### config.mk
export PLATFORM = sky130hd
export DESIGN_NAME = cfg_autoload
export DESIGN_NICKNAME = d
export VERILOG_FILES = /design/src/rtl/cfg_load_pkg.sv /design/src/rtl/ee_word_reader.sv /design/src/rtl/cfg_word_store.sv /design/src/rtl/cfg_decode.sv /design/src/rtl/cfg_autoload.sv
export SDC_FILE = /design/constraint.sdc
export NUM_CORES = 1
export LEC_CHECK = 0
export ABC_AREA = 1
export CORE_MARGIN = 8
export CORE_UTILIZATION = 52
export CTS_BUF_LIST = sky130_fd_sc_hd__clkbuf_4 sky130_fd_sc_hd__clkbuf_8 sky130_fd_sc_hd__clkbuf_16
export CTS_CLUSTER_SIZE = 40
export DETAILED_ROUTE_END_ITERATION = 16
export GPL_ROUTABILITY_DRIVEN = 0
export PLACE_DENSITY = 0.8
export SLEW_MARGIN = 15
export SYNTH_ARGS = -nofsm -noshare
export SYNTH_HDL_FRONTEND = slang
export SYNTH_SLANG_ARGS = --single-unit
### constraint.sdc
create_clock -name clk_i -period 1.7 [get_ports clk_i]
set_input_delay 0.17 -clock clk_i [delete_from_list [all_inputs] [get_ports clk_i]]
set_output_delay 0.17 -clock clk_i [all_outputs]
set_load 0.01 [all_outputs]
### src/rtl/cfg_load_pkg.sv
package cfg_load_pkg;
  typedef enum logic [1:0] {ST_START, ST_SHIFT, ST_GAP, ST_DONE} rd_state_e;
  localparam logic [1:0] OP_READ = 2'b10;
  localparam int unsigned WORD_W = 16;
endpackage

### src/rtl/ee_word_reader.sv
module ee_word_reader
  import cfg_load_pkg::*;
#(
  parameter int unsigned CLK_DIV   = 4,
  parameter int unsigned NUM_WORDS = 13,
  parameter int unsigned ADDR_W    = 6
) (
  input  logic              clk_i,
  input  logic              rst_ni,
  output logic              cs_o,
  output logic              sclk_o,
  output logic              di_o,
  input  logic              do_i,
  output logic              wr_en_o,
  output logic [ADDR_W-1:0] wr_idx_o,
  output logic [WORD_W-1:0] wr_data_o,
  output logic              done_o
);
  localparam int unsigned CMD_W = 3 + ADDR_W;
  localparam int unsigned TOT   = CMD_W + WORD_W;
  localparam int unsigned CNT_W = $clog2(CLK_DIV + 1);
  localparam int unsigned BIT_W = $clog2(TOT + 1);

  rd_state_e         st_q;
  logic [CNT_W-1:0]  cnt_q;
  logic [BIT_W-1:0]  bit_q;
  logic [ADDR_W-1:0] idx_q;
  logic [WORD_W-1:0] sh_q;
  logic [CMD_W-1:0]  cmd, cmd_sh;
  logic              tick, nxt_di;

  assign tick   = (cnt_q == CNT_W'(CLK_DIV - 1));
  assign cmd    = {1'b1, OP_READ, idx_q};
  assign cmd_sh = cmd << (bit_q + 1'b1);
  assign nxt_di = cmd_sh[CMD_W-1];   // zero once the command is exhausted

  always_ff @(posedge clk_i or negedge rst_ni) begin
    if (!rst_ni) begin
      st_q    <= ST_START;
      cnt_q   <= '0;
      bit_q   <= '0;
      idx_q   <= '0;
      sh_q    <= '0;
      cs_o    <= 1'b0;
      sclk_o  <= 1'b0;
      di_o    <= 1'b0;
      wr_en_o <= 1'b0;
      done_o  <= 1'b0;
    end else begin
      wr_en_o <= 1'b0;
      unique case (st_q)
        ST_START: begin
          st_q  <= ST_SHIFT;
          cs_o  <= 1'b1;
          di_o  <= 1'b1;
          bit_q <= '0;
          cnt_q <= '0;
        end
        ST_SHIFT: begin
          cnt_q <= tick ? '0 : cnt_q + 1'b1;
          if (tick) begin
            if (!sclk_o) begin
              sclk_o <= 1'b1;
              if (bit_q >= BIT_W'(CMD_W)) sh_q <= {sh_q[WORD_W-2:0], do_i};
            end else begin
              sclk_o <= 1'b0;
              if (bit_q == BIT_W'(TOT - 1)) begin
                cs_o    <= 1'b0;
                di_o    <= 1'b0;
                wr_en_o <= 1'b1;
                st_q    <= ST_GAP;
              end else begin
                bit_q <= bit_q + 1'b1;
                di_o  <= nxt_di;
              end
            end
          end
        end
        ST_GAP: begin
          cnt_q <= tick ? '0 : cnt_q + 1'b1;
          if (tick) begin
            if (idx_q == ADDR_W'(NUM_WORDS - 1)) begin
              st_q   <= ST_DONE;
              done_o <= 1'b1;
            end else begin
              idx_q <= idx_q + 1'b1;
              st_q  <= ST_SHIFT;
              cs_o  <= 1'b1;
              di_o  <= 1'b1;
              bit_q <= '0;
            end
          end
        end
        default: ;  // ST_DONE: no restart before reset
      endcase
    end
  end

  assign wr_idx_o  = idx_q;
  assign wr_data_o = sh_q;
endmodule

### src/rtl/cfg_word_store.sv
module cfg_word_store
  import cfg_load_pkg::*;
#(
  parameter int unsigned NUM_WORDS = 13,
  parameter int unsigned ADDR_W    = 6
) (
  input  logic                              clk_i,
  input  logic                              rst_ni,
  input  logic                              wr_en_i,
  input  logic [ADDR_W-1:0]                 wr_idx_i,
  input  logic [WORD_W-1:0]                 wr_data_i,
  output logic [NUM_WORDS-1:0][WORD_W-1:0]  words_o
);
  for (genvar g = 0; g < NUM_WORDS; g++) begin : g_word
    always_ff @(posedge clk_i or negedge rst_ni) begin
      if (!rst_ni)                                      words_o[g] <= '0;
      else if (wr_en_i && wr_idx_i == ADDR_W'(g))       words_o[g] <= wr_data_i;
    end
  end
endmodule

### src/rtl/cfg_decode.sv
module cfg_decode
  import cfg_load_pkg::*;
#(
  parameter int unsigned NUM_WORDS      = 13,
  parameter logic [15:0] VID_DEFAULT    = 16'h1282,
  parameter logic [15:0] DID_DEFAULT    = 16'h9102,
  parameter logic [31:0] PM_DEFAULT     = 32'h0002_0001,
  parameter logic        NEWCAP_DEFAULT = 1'b0
) (
  input  logic                             done_i,
  input  logic [NUM_WORDS-1:0][WORD_W-1:0] words_i,
  output logic [31:0]                      subsys_o,
  output logic [15:0]                      vendor_id_o,
  output logic [15:0]                      device_id_o,
  output logic [31:0]                      pm_cap_o,
  output logic                             new_cap_o,
  output logic [7:0]                       ctrl_o,
  output logic [47:0]                      mac_o
);
  logic [15:0] w4, w7;
  logic        id_en, pm_en;
  logic [31:0] pm;

  assign w4    = words_i[4];
  assign w7    = words_i[7];
  assign id_en = (w4[3:0] == 4'b1010);
  assign pm_en = w4[7] & w4[5];

  always_comb begin
    pm = PM_DEFAULT;
    if (pm_en) begin
      pm[31:27] = w7[7:3];
      pm[21]    = w7[2];
      pm[26]    = w7[1];
      pm[25]    = w7[0];
      if (w4[9]) begin
        pm[18:16] = w4[12:10];
        pm[24:22] = w4[15:13];
      end
    end
  end

  assign subsys_o    = done_i ? {words_i[1], words_i[0]} : '0;
  assign vendor_id_o = (done_i && id_en) ? words_i[5] : VID_DEFAULT;
  assign device_id_o = (done_i && id_en) ? words_i[6] : DID_DEFAULT;
  assign pm_cap_o    = done_i ? pm : PM_DEFAULT;
  assign new_cap_o   = (done_i && pm_en) ? w4[0] : NEWCAP_DEFAULT;
  assign ctrl_o      = done_i ? w7[15:8] : '0;
  assign mac_o       = done_i ? {words_i[12], words_i[11], words_i[10]} : '0;
endmodule

### src/rtl/cfg_autoload.sv
module cfg_autoload
  import cfg_load_pkg::*;
#(
  parameter int unsigned CLK_DIV        = 4,
  parameter int unsigned NUM_WORDS      = 13,
  parameter int unsigned ADDR_W         = 6,
  parameter logic [15:0] VID_DEFAULT    = 16'h1282,
  parameter logic [15:0] DID_DEFAULT    = 16'h9102,
  parameter logic [31:0] PM_DEFAULT     = 32'h0002_0001,
  parameter logic        NEWCAP_DEFAULT = 1'b0
) (
  input  logic        clk_i,
  input  logic        rst_ni,
  output logic        ee_cs_o,
  output logic        ee_sclk_o,
  output logic        ee_di_o,
  input  logic        ee_do_i,
  output logic        load_done_o,
  output logic [31:0] subsys_o,
  output logic [15:0] vendor_id_o,
  output logic [15:0] device_id_o,
  output logic [31:0] pm_cap_o,
  output logic        new_cap_o,
  output logic [7:0]  ctrl_o,
  output logic [47:0] mac_o
);
  logic                             wr_en;
  logic [ADDR_W-1:0]                wr_idx;
  logic [WORD_W-1:0]                wr_data;
  logic [NUM_WORDS-1:0][WORD_W-1:0] words;

  ee_word_reader #(.CLK_DIV(CLK_DIV), .NUM_WORDS(NUM_WORDS), .ADDR_W(ADDR_W)) u_reader (
    .clk_i, .rst_ni,
    .cs_o(ee_cs_o), .sclk_o(ee_sclk_o), .di_o(ee_di_o), .do_i(ee_do_i),
    .wr_en_o(wr_en), .wr_idx_o(wr_idx), .wr_data_o(wr_data), .done_o(load_done_o)
  );

  cfg_word_store #(.NUM_WORDS(NUM_WORDS), .ADDR_W(ADDR_W)) u_store (
    .clk_i, .rst_ni,
    .wr_en_i(wr_en), .wr_idx_i(wr_idx), .wr_data_i(wr_data), .words_o(words)
  );

  cfg_decode #(
    .NUM_WORDS(NUM_WORDS), .VID_DEFAULT(VID_DEFAULT), .DID_DEFAULT(DID_DEFAULT),
    .PM_DEFAULT(PM_DEFAULT), .NEWCAP_DEFAULT(NEWCAP_DEFAULT)
  ) u_decode (
    .done_i(load_done_o), .words_i(words),
    .subsys_o, .vendor_id_o, .device_id_o, .pm_cap_o, .new_cap_o, .ctrl_o, .mac_o
  );
endmodule

==> flow_summary_export.csv <==
group,metric,value,unit
run_status,status,"complete, but fails checks",
run_status,failed_checks,"setup timing",
global_routing,antenna_found_initial,0,
detailed_routing,drc,0,
floorplan,die_area,0.0200,mm2
layout,mostFrequentLayoutCells,"265 x nand2_1, 176 x dfrtp_1, 170 x inv_1, 136 x o21ai_0, 58 x buf_2",
placement,io_buffers,141,
timing,fin_crit,1.96,ns
cts,path_clk_slew,0.06,ns
worst_setup_path,cpPeakStageDelay,0.39,ns
worst_setup_path,critPathMostFrequentCell,"inv_2",
floorplan,start_util,52.4,%
timing,setup_viol,89,
detailed_routing,drt-pass1-iter-count,6,
worst_setup_path,worstSetupEndpointType,"primary output",
worst_setup_path,path_cells,"inv_2, nor4_4, inv_2, buf_12, or2_4, buf_6",
placement,place_area,0.0100,mm2
layout,area_growth,32.1,%
cts,clk_latency,0.44,ns
timing,slew_violations,0,
power,power_density,763,mW/mm2
timing,min_period_over_period,115,%
timing,fin_hold_ws,0.249,ns
hold_path,min_path_type,"primary input to asynchronous set/reset pin",
layout,fillers,1180,
flow_run,cap_violations,0,
layout,fin_area,0.0108,mm2
synth,async_flop_share,100,%
placement,place_ws,-0.176,ns
worst_setup_path,cp.depth,6,
detailed_routing,drtIter0Drc,717,
synth,netlist_top_cells_area,"dfrtp_1 54%, nand2_1 13%, o21ai_0 8.4%",
timing,worst_slew_pin_slew,0.603,ns
power,p_int,6.37,mW
worst_setup_path,critical_path_arrival,1.79,ns
global_routing,grtUsageTotal,22.0,%
cts,cts_sinks,178,
layout,drive_gt1_share,24.8,%
power,ir_worst_vdd,0.000704,V
timing,fin_ws,-0.259,ns
timing,fmax,0.510,GHz
synth,synthDistinctLibCells,33,
floorplan,core,0.0157,mm2
power,pwr-share-clk,47.3,%
layout,final_common_cell,"nand2_1",
timing,rsz0062_at_grt,"yes",
synth,synth-seq-cells,178,
global_routing,overflow,0,
synth,syn_area_per_cell,8.22,um2
detailed_routing,wire_per_inst,16.4,um
detailed_routing,ant_nets,0,
power,pwr-share-comb,1.5,%
synth,yosysTopAreaCellShare,54.3,%
synth,yosys_warnings,0,
worst_setup_path,cp_max_fo,8,
power,power_switching,1.90,mW
timing,fin_worst_skew,0.00942,ns
power,pwr-share-seq,51.2,%
floorplan,die_w,142,um
worst_setup_path,critPathKind,"register to primary output",
power,p_leak,6.05,nW
synth,ys_seq_area_share,54.3,%
detailed_routing,wl,22900,um
power,swShare,23.0,%
synth,yosys.area.top_type,"dfrtp_1",
global_routing,grt_pass1_vias,6645,
floorplan,fp-row-count,46,
detailed_routing,vias,6999,
synth,ys.flop_type,"dfrtp_1",
worst_setup_path,r2r_cells,8,
floorplan,io-pin-count,160,
synth,synth_edf_count,0,
placement,post-dp-hpwl,13900,um
cts,clockRootBuffer,"clkbuf_16",
global_routing,grt_pass1_wl,34500,um
synth,syn_inst,997,
worst_setup_path,cp-start-kind,"register",
worst_setup_path,required,1.53,ns
detailed_routing,vias_per_cell,5.02,
cts,cts_tree,"yes",
global_routing,grt_start_max_net_pins,50,
cts,clk_path_buf_depth,2,
worst_setup_path,critPathBufInv,4,
synth,syn_area,0.00820,mm2
layout,num_antenna_cells,0,
layout,nets,1179,
timing,relSlewSlack,59.8,%
cts,htree_levels,4,
cts,numCtsBuffers,17,
timing,hold_violations,0,
worst_setup_path,crit_family,"simple AND/OR/NAND/NOR gates",
floorplan,die_h,142,um
worst_setup_path,slowest_stage,"dfrtp_2",
-- sequential cells by signal, summed over array words and instances (netlist names), 2 cells and up --
signal	flops
u_reader.st_q	2
u_reader.bit_q	5
u_store.words_o	141
u_reader.wr_idx_o	6
u_reader.cnt_q	3
u_reader.wr_data_o	16
-- cell usage after synthesis, types with 2 or more instances --
| cell | n |
|---|---|
| nand3_1 | 16 |
| o21a_1 | 18 |
| nand4_1 | 4 |
| inv_1 | 173 |
| buf_2 | 12 |
| nor2_1 | 64 |
| nand3_2 | 2 |
| ha_1 | 12 |
| a21oi_1 | 5 |
| dfrtp_1 | 178 |
| conb_1 | 2 |
| nor3_1 | 2 |
| o21ai_0 | 137 |
| nand2_1 | 278 |
| xor2_1 | 4 |
| buf_1 | 8 |
| nor2_2 | 2 |
| or2_2 | 11 |
| buf_4 | 20 |
| a21oi_2 | 14 |
| clkbuf_1 | 23 |
-- area by class of cell --
cell class                 instances  area (um2)  share of cell area (%)
sequential                       178        4460                    41.1
multi-input combinational        597        3040                    28.0
timing repair buffer             196        1830                    16.9
inverter                         174         653                    6.03
clock buffer                      18         439                    4.05
tap                              216         270                    2.49
clock inverter                    14         146                    1.35
-- logic make-up after synthesis --
family                     after synthesis  synth area share (%)
AOI/OAI and AO/OA                      177                  12.1
xor gates and xnor gates                 5                 0.534
adders and majority gates               12                  1.83
buffers and inverters                  238                  12.1
DFF                                    178                  54.3
other                                    2                0.0916
and+or+nand+nor                        385                  19.1
-- worst register-to-register path: cells and delay by family, from the launching register on --
family                   cells  cell delay (ns)
buffers and inverters        3             0.42
flip-flops                   1             0.44
AND/OR/NAND/NOR              3             0.37
AO/OA/AOI/OAI                1             0.14
adder cells (fa/ha/maj)      1             0.17
-- power groups by stage --
stage / Combinational (mW) / Clock [mW] / Sequential [mW]
2_1_floorplan: 0.0480 / 0 / 4.32
3_3_place_gp: 0.128 / 0 / 4.31
3_5_place_dp: 0.128 / 0 / 4.31
4_1_cts: 0.131 / 3.93 / 4.23
5_1_grt: 0.148 / 4.14 / 4.23
6_report: 0.126 / 3.91 / 4.23
-- routing by layer --
layer / vias up / GRT usage [%] / share of wire [%] / routed length [um]
li1: 3333 / - / - / -
met4: 0 / 8.82 / 1.8 / 410
met5: - / 0 / 0 / 0
met2: 280 / 36.9 / 50 / 11300
met3: 36 / 4.81 / 7.3 / 1680
met1: 3350 / 27.3 / 41 / 9440
-- stage by stage --
| step | TNS (ns) | power (mW) | utilization [%] | std cells |
|---|---|---|---|---|
| 3_5_place_dp | -3.75 | 4.44 | 63.9 | 1335 |
| 2_1_floorplan | 0 | 4.36 | - | 1013 |
| 3_3_place_gp | -1.64 | 4.44 | 63.9 | 1335 |
| 6_report | -8.59 | 8.27 | 69.2 | 1393 |
| 5_1_grt | -14.06 | 8.52 | 69.2 | 1393 |
| 4_1_cts | -19.15 | 8.29 | 68.5 | 1379 |
-- what timing repair did --
action,CTS,global route
endpoints found under the hold margin,42,0
gates cloned,4,6
setup endpoints to repair,136,164
hold buffers,1,0
pin swaps,3,4
resized for setup,379,165
buffers inserted,7,10
-- final timing paths --
| check | start | to | slack [ns] |
|---|---|---|---|
| max | u_reader.done_o$_DFFE_PN0P_ | device_id_o[12] | -0.26 |
| max reg2reg | u_reader.wr_idx_o[1]$_DFFE_PN0P_ | u_store.words_o[0]$_DFFE_PN0P_ | 0.09 |
| min reg2reg | u_store.words_o[76]$_DFFE_PN0P_ | u_store.words_o[76]$_DFFE_PN0P_ | 0.49 |
| min in group clk_i | ee_do_i | u_reader.wr_data_o[0]$_DFFE_PN0P_ | 0.35 |
| min | rst_ni | u_store.words_o[193]$_DFFE_PN0P_ | 0.25 |
| max in group asynchronous | rst_ni | u_store.words_o[30]$_DFFE_PN0P_ | 0.82 |
Power figures use the tool's default switching activity.
